==> config.mk <==
export PLATFORM = sky130hd
export DESIGN_NAME = trig_veto_gate
export DESIGN_NICKNAME = d
export VERILOG_FILES = /design/src/rtl/trig_veto_pkg.sv /design/src/rtl/trig_edge_sync.sv /design/src/rtl/trig_veto_core.sv /design/src/rtl/trig_veto_gate.sv
export SDC_FILE = /design/constraint.sdc
export NUM_CORES = 1
export LEC_CHECK = 0
export CAP_MARGIN = 15
export CORE_AREA = 2 2 39 41
export CTS_BUF_LIST = sky130_fd_sc_hd__clkbuf_8
export CTS_CLUSTER_SIZE = 12
export DETAILED_ROUTE_END_ITERATION = 7
export DIE_AREA = 0 0 41 43
export DONT_BUFFER_PORTS = 1
export PLACE_DENSITY = 0.66
export SYNTH_ARGS = -nofsm -noshare
export SYNTH_HDL_FRONTEND = slang
export SYNTH_SLANG_ARGS = --single-unit
==> constraint.sdc <==
create_clock -name clk_i -period 3.52 [get_ports clk_i]
set_input_delay 0.176 -clock clk_i [delete_from_list [all_inputs] [get_ports clk_i]]
set_output_delay 0.176 -clock clk_i [all_outputs]
set_load 0.02 [all_outputs]
==> src/rtl/trig_veto_pkg.sv <==
package trig_veto_pkg;
  typedef enum logic [1:0] {
    CMD_LIMIT   = 2'd0,
    CMD_CLEAR   = 2'd1,
    CMD_LOCK    = 2'd2,
    CMD_NONE    = 2'd3
  } host_cmd_e;
endpackage

==> src/rtl/trig_edge_sync.sv <==
module trig_edge_sync (
  input  logic clk_i,
  input  logic rst_ni,
  input  logic async_i,
  output logic cand_o
);
  logic smp_q, prev_q;

  always_ff @(posedge clk_i or negedge rst_ni) begin
    if (!rst_ni) begin
      smp_q  <= 1'b0;
      prev_q <= 1'b0;
    end else begin
      smp_q  <= async_i;
      prev_q <= smp_q;
    end
  end

  assign cand_o = smp_q & ~prev_q;

  p_one_cand_r2: assert property (@(posedge clk_i) disable iff (!rst_ni)
    cand_o |=> !cand_o);
endmodule

==> src/rtl/trig_veto_core.sv <==
module trig_veto_core
  import trig_veto_pkg::*;
#(
  parameter int CNT_W   = 3,
  parameter int GAP_CYC = 3
) (
  input  logic             clk_i,
  input  logic             rst_ni,
  input  logic             cand_i,
  input  logic             host_we_i,
  input  logic [1:0]       host_sel_i,
  input  logic [CNT_W-1:0] host_data_i,
  output logic             acc_o,
  output logic             closed_o,
  output logic [CNT_W:0]   cnt_o
);
  localparam int GAP_W = (GAP_CYC > 2) ? $clog2(GAP_CYC) : 1;

  logic [CNT_W-1:0] limit_q;
  logic [CNT_W:0]   cnt_q;
  logic [CNT_W:0]   allowed;
  logic [GAP_W-1:0] gap_q;
  logic             lock_q;
  logic             zero_cnt;

  assign allowed  = {1'b0, limit_q} + {{CNT_W{1'b0}}, 1'b1};
  assign closed_o = lock_q | (cnt_q >= allowed);
  assign acc_o    = cand_i & ~closed_o & (gap_q == '0);
  assign zero_cnt = host_we_i &&
                    (host_sel_i == CMD_LIMIT || host_sel_i == CMD_CLEAR);
  assign cnt_o    = cnt_q;

  always_ff @(posedge clk_i or negedge rst_ni) begin
    if (!rst_ni) begin
      limit_q <= '0;
      lock_q  <= 1'b0;
    end else if (host_we_i) begin
      if (host_sel_i == CMD_LIMIT) limit_q <= host_data_i;
      if (host_sel_i == CMD_LOCK)  lock_q  <= host_data_i[0];
    end
  end

  // host clear outranks a same-cycle accept
  always_ff @(posedge clk_i or negedge rst_ni) begin
    if (!rst_ni)       cnt_q <= '0;
    else if (zero_cnt) cnt_q <= '0;
    else if (acc_o)    cnt_q <= cnt_q + 1'b1;
  end

  always_ff @(posedge clk_i or negedge rst_ni) begin
    if (!rst_ni)           gap_q <= '0;
    else if (acc_o)        gap_q <= GAP_W'(GAP_CYC - 1);
    else if (gap_q != '0)  gap_q <= gap_q - 1'b1;
  end

  p_cnt_bound_r3: assert property (@(posedge clk_i) disable iff (!rst_ni)
    cnt_q <= allowed);
  p_lock_blocks_r6: assert property (@(posedge clk_i) disable iff (!rst_ni)
    lock_q |-> !acc_o);
  p_spacing_r7: assert property (@(posedge clk_i) disable iff (!rst_ni)
    acc_o |=> !acc_o);

  generate
    if (GAP_CYC >= 3) begin : g_gap2
      p_spacing2_r7: assert property (@(posedge clk_i) disable iff (!rst_ni)
        acc_o |=> ##1 !acc_o);
    end
  endgenerate
endmodule

==> src/rtl/trig_veto_gate.sv <==
module trig_veto_gate #(
  parameter int CNT_W   = 3,
  parameter int GAP_CYC = 3
) (
  input  logic             clk_i,
  input  logic             rst_ni,
  input  logic             hw_trig_i,
  input  logic             sw_trig_i,
  input  logic             host_we_i,
  input  logic [1:0]       host_sel_i,
  input  logic [CNT_W-1:0] host_data_i,
  output logic             trig_o,
  output logic             veto_closed_o,
  output logic [CNT_W:0]   accept_cnt_o
);
  logic cand, hw_acc, trig_q;

  trig_edge_sync i_sync (
    .clk_i   (clk_i),
    .rst_ni  (rst_ni),
    .async_i (hw_trig_i),
    .cand_o  (cand)
  );

  trig_veto_core #(.CNT_W(CNT_W), .GAP_CYC(GAP_CYC)) i_core (
    .clk_i       (clk_i),
    .rst_ni      (rst_ni),
    .cand_i      (cand),
    .host_we_i   (host_we_i),
    .host_sel_i  (host_sel_i),
    .host_data_i (host_data_i),
    .acc_o       (hw_acc),
    .closed_o    (veto_closed_o),
    .cnt_o       (accept_cnt_o)
  );

  always_ff @(posedge clk_i or negedge rst_ni) begin
    if (!rst_ni) trig_q <= 1'b0;
    else         trig_q <= hw_acc | sw_trig_i;
  end

  assign trig_o = trig_q;

  p_hw_latency_r1: assert property (@(posedge clk_i) disable iff (!rst_ni)
    hw_acc |=> trig_o);
  p_sw_pass_r8: assert property (@(posedge clk_i) disable iff (!rst_ni)
    sw_trig_i |=> trig_o);
endmodule

### Yosys cells after proc, flatten, opt, wreduce, memory -nomap -nowiden

Cells that the tools add are included.

| storage, ports and cells | value |
|---|---|
| register bits | 13 |
| latch bits | 0 |
| bits in writable memories | 0 |
| ROM bits | 0 |
| output and inout bits | 6 |
| memories kept | 0 |

| cells by class | value |
|---|---|
| add/subtract/negate cells | 3 |
| $mul | 0 |
| div/mod/pow operators | 0 |
| order comparisons | 1 |
| equal/unequal tests | 2 |
| shift-type cells | 0 |
| mux-type cells | 4 |
| bitwise gates (word level) | 7 |
| reduce and logical (&&, ||, !) cells | 9 |

Operators with widths:

| cell | number |
|---|---|
| $mux 4 | 2 |
| $reduce_bool 2->1 | 3 |
| $add 3x1->4 const B | 1 |
| $add 4x1->4 const B | 1 |
| $ge 4x4->1 | 1 |
| $logic_not 2->1 | 2 |
| $mux 2 | 2 |
| $reduce_and 2->1 | 2 |
| $and 1x1->1 | 3 |
| $eq 2x1->1 const B | 1 |
| $eq 2x2->1 const B | 1 |
| $not 1->1 | 2 |
| $or 1x1->1 | 2 |
| $sub 2x1->2 const B | 1 |
| $logic_and 1x1->1 | 1 |
| $logic_or 1x1->1 | 1 |

### Logic depth before layout (Yosys ltp)

| depth | value |
|---|---|
| depth in word-level cells | 8 |
| mapped depth | 7 |
| mapped depth without buffers | 7 |

### Cells and area by module

Synthesis repeated with hierarchy kept, for this count alone.

| second synthesis, totals | value |
|---|---|
| cells, all modules | 60 |
| area, all modules | 709.4 µm² |

Modules (own cells, without submodules):

| module | times used | cells an instance | area each (µm²) | sequential area each (µm²) |
|---|---|---|---|---|
| trig_veto_core | 1 | 55 | 614.3 | 250.2 |
| trig_edge_sync | 1 | 3 | 63.8 | 50.0 |
| trig_veto_gate | 1 | 2 | 31.3 | 25.0 |

### Worst setup path after synthesis

OpenSTA, ideal clock, no wires.

| timing path | value |
|---|---|
| path type | reg-to-reg |
| from | register i_core.limit_q[0] |
| to | register i_core.gap_q[1] |
| setup time | 0.132 ns |
| arrival time | 1.937 ns |
| required time | 3.388 ns |
| slack | 1.451 ns |
| stages on the path, launching flop included | 8 |
| buffers on the path | 0 |
| period minus slack after synthesis | 2.069 ns |
| cells stage by stage | dfrtp_1 ha_1 xnor2_1 ha_1 o211ai_1 o21ai_0 o31ai_1 mux2i_1 |

| on the way | value |
|---|---|
| cells in the longest elaborated chain, start to end | 7 |
| elaborated cells on any way between the ends | 8 |
| those cells by class | add/sub (1); order compare (1); mux (1); bitwise (4); reduce/logical (1) |

RTL lines:

| what | line | text |
|---|---|---|
| start, declared | trig_veto_core.sv:19 | `logic [CNT_W-1:0] limit_q;` |
| start signal, assigned | trig_veto_core.sv:38 | `if (host_sel_i == CMD_LIMIT) limit_q <= host_data_i;` |
| $add 3x1->4 * | trig_veto_core.sv:26 | `assign allowed = {1'b0, limit_q} + {{CNT_W{1'b0}}, 1'b1};` |
| $ge 4x4->1 * | trig_veto_core.sv:27 | `assign closed_o = lock_q \| (cnt_q >= allowed);` |
| $or 1x1->1 * | trig_veto_core.sv:27 |  |
| net veto_closed_o | trig_veto_gate.sv:13 | `output logic veto_closed_o,` |
| $not 1->1 * | trig_veto_core.sv:28 | `assign acc_o = cand_i & ~closed_o & (gap_q == '0);` |
| $and 1x1->1 * (2 in series) | trig_veto_core.sv:28 |  |
| $mux 2 / $reduce_bool 2->1 (equally long branches) | -- |  |
| end signal, assigned | trig_veto_core.sv:52 | `else if (acc_o) gap_q <= GAP_W'(GAP_CYC - 1);` |
| end signal, assigned | trig_veto_core.sv:53 | `else if (gap_q != '0) gap_q <= gap_q - 1'b1;` |
| end, declared | trig_veto_core.sv:22 | `logic [GAP_W-1:0] gap_q;` |

Mark *: on every way through the listed nets, which the timed path passes. The rest lies on a longest branch.
A chain may end at the register's enable or synchronous reset.

### Worst setup path after layout

| timing path | value |
|---|---|
| from | register i_core.limit_q[1] |
| to | register i_core.gap_q[0] |

The elaborated chain is that of the path after synthesis.

==> impl_metrics.py <==
metrics = {
    "power_and_ir_drop": {
        "p_sw_uw": 140,
        "switching_share": 0.311,
        "vdd_ir_drop_max_uv": 377,
        "p_clk_frac": 0.282,
        "p_int_uw": 310,
        "seqPwrFrac": 0.452,
        "comb_power_share": 0.265,
        "finalPower_uw": 450,
        "p_leak_nw": 0.365,
        "power_density_mw_per_mm2": 590,
    },
    "detailed_routing": {
        "drc": 0,
        "dr_total_vias": 443,
        "first_iter_violations": 1,
        "via_per_inst": 5.47,
        "wl_um": 1070,
        "route.antenna.remaining_nets": 0,
        "dr.pass1.iters": 2,
        "routedWlPerCell_um": 13.2,
    },
    "layout": {
        "fillCellCount": 125,
        "area_delta_synth_final_pct": 12.6,
        "multiInputGateArea_um2": 325,
        "drive_above_1_share": 0.138,
        "nets": 83,
        "register_area_um2": 325,
        "diodes": 0,
    },
    "worst_setup_path": {
        "path_max_fanout": 3,
        "cp_cell_sequence": "ha_1 > inv_1 > ha_1 > o211ai_1 > o21ai_0 > o311ai_0 > o21ai_0",
        "cpMaxStageDelayCell": "dfrtp_1",
        "setup.worst_path.start_class": "register",
        "worstSetupEndpointType": "register",
        "cpPeakStageDelay_ns": 0.39,
        "worstSetupPathType": "reg2reg",
        "required_ns": 3.62,
        "arrival_ns": 2.32,
    },
    "sta": {
        "finalHoldViolCount": 0,
        "max_freq_mhz": 451,
        "finalSetupTns_ns": 0,
        "skew_ns": 0.000922,
        "rsz0062_at_grt": "no",
        "relSlewSlack": 0.425,
        "maxSlewViolCount": 0,
        "period_share": 0.629,
        "finalSetupViolCount": 0,
        "worst_pin_slew_ns": 0.853,
        "fin_crit_ns": 2.22,
    },
    "synthesis": {
        "synth_top_area_share": 0.481,
        "synthesis.area_um2": 677,
        "synth_most_common_cell": "dfrtp_1",
        "synth-warning-count": 0,
        "yosys_register_bits": 13,
        "synthesis.nets": 76,
        "syn_inst": 59,
        "synth_cell_types": 22,
        "synth_commonest_cells": "dfrtp_1, ha_1, inv_1",
        "ys.flop_type": "dfrtp_1",
        "seq_area_frac_synth": 0.481,
        "syn_area_per_cell_um2": 11.5,
        "yosys-top-cells-area": "dfrtp_1, ha_1, mux2_2, inv_1, o21ai_0",
        "synth_edf_count": 0,
        "synth_top_cell_by_area": "dfrtp_1",
        "ys_async_sr_fraction": 1.00,
    },
    "clock_network": {
        "post_cts_resize_count": 0,
        "clock_sinks": 13,
        "clk_pin_slew_ns": 0.05,
        "cts_tree": "built",
        "cts-root-buf": "clkbuf_8",
        "htree_levels": 1,
        "cts-buffers-inserted": 3,
        "clockBufferDepth": 2,
        "clk_latency_ns": 0.24,
    },
    "status": {
        "status": "finished clean",
    },
    "placement": {
        "gp_congestion": 0.671,
        "dpl.hpwl_um": 846,
        "place.port_buffers": 0,
    },
    "global_routing": {
        "antenna_found_initial": 0,
        "grt_pass1_vias": 437,
        "grt_use_total": 0.156,
        "grt_max_degree": 14,
        "grt_pass1_wl_um": 1760,
        "overflow": 0,
    },
    "floorplan": {
        "start_util": 0.489,
        "placeableCoreArea_mm2": 0.00138,
        "die_h_um": 43,
        "die_x_um": 41,
        "dieArea_mm2": 0.00176,
        "io_pins": 16,
        "core.rowCount": 14,
    },
    "flow_run": {
        "cap_violations": 0,
    },
    "hold_path": {
        "hp-class": "in2reg",
    },
}
flip-flops by register name, summed over array words and instances (netlist names):
| name | count |
|---|---|
| i_core.cnt_o | 4 |
| i_core.limit_q | 3 |
| i_core.gap_q | 2 |
| i_core.lock_q | 1 |
| i_sync.prev_q | 1 |
| i_sync.smp_q | 1 |
| trig_o | 1 |
layout by cell type (no fill, tap or decap), drive strengths merged:
master / instances
ha: 7
nor2: 2
o211ai: 2
mux2i: 2
a21oi: 2
and3b: 1
inv: 8
nand2: 1
clkbuf: 3
or2b: 1
o311ai: 1
a211oi: 1
dfrtp: 13
dlygate4sd3: 2
nor3b: 1
o31ai: 1
mux2: 3
nor2b: 2
nand3b: 1
or3: 2
nand3: 2
xnor2: 2
o21ai: 5
routing by layer:
layer	part of all wire	GRT usage	wire [µm]	vias up
met5	0	0	0	-
met4	0.031	0.120	33	0
met3	0.049	0.0366	52	4
met2	0.45	0.225	479	11
met1	0.47	0.191	504	209
li1	-	-	-	219
area by class of cell:
type                    instances  area share
multi-input cells              39       0.427
flip-flops and latches         13       0.427
repair buffers                  2      0.0263
clock buffers                   3      0.0542
clock inverters                 1     0.00493
well taps                      16      0.0263
inverters                       7      0.0345
worst max-delay path, delay by kind of cell (launching register included):
kind | cells | cell delay [ns]
buffers and inverters | 1 | 0.04
AOI/OAI and AO/OA | 4 | 1.09
adders and majority gates | 2 | 0.55
DFF | 1 | 0.39
worst paths after layout:
check	cells after the start	slack (ns)	end	startpoint
worst max-delay path	7	1.30	i_core.gap_q[0]	i_core.limit_q[1]
worst min-delay path	1	0.04	trig_o	sw_trig_i
worst max register to register	7	1.30	i_core.gap_q[0]	i_core.limit_q[1]
worst min register to register	0	0.39	i_sync.prev_q	i_sync.smp_q
max in group asynchronous	1	2.77	i_core.cnt_o[2]	rst_ni
min in group asynchronous	1	0.37	i_core.cnt_o[1]	rst_ni
power groups by stage:
stage	clock [mW]	sequential (mW)	combinational (mW)
finish	0.127	0.203	0.119
global route	0.138	0.207	0.136
CTS	0.130	0.204	0.122
detailed placement	0	0.206	0.117
global placement	0	0.206	0.114
floorplan	0	0.201	0.100
stage by stage:
stage	hold WS, ns	area, µm²	cells	utilization	worst slack [ns]
after floorplan	-0.120	677	59	-	1.45
after global placement	-0.119	697	75	0.504	1.34
after detailed placement	-0.119	697	75	0.504	1.28
after CTS	0.0334	762	81	0.551	1.28
after global routing	0.0353	762	81	0.551	1.13
final	0.0360	762	81	0.551	1.30
cell families after synthesis:
kind of cell / count (synthesis) / synth area share
AOI/OAI and AO/OA: 12 / 0.124
DFF: 13 / 0.481
buffers and inverters: 7 / 0.0388
and+or+nand+nor: 13 / 0.122
xor gates and xnor gates: 2 / 0.0259
adders and majority gates: 7 / 0.129
muxes: 5 / 0.0795
what timing repair did:
action,CTS,global route
buffers inserted,0,0
hold buffers,2,0
hold endpoints to repair,14,0
No activity file was read; power rests on OpenSTA's default activity.
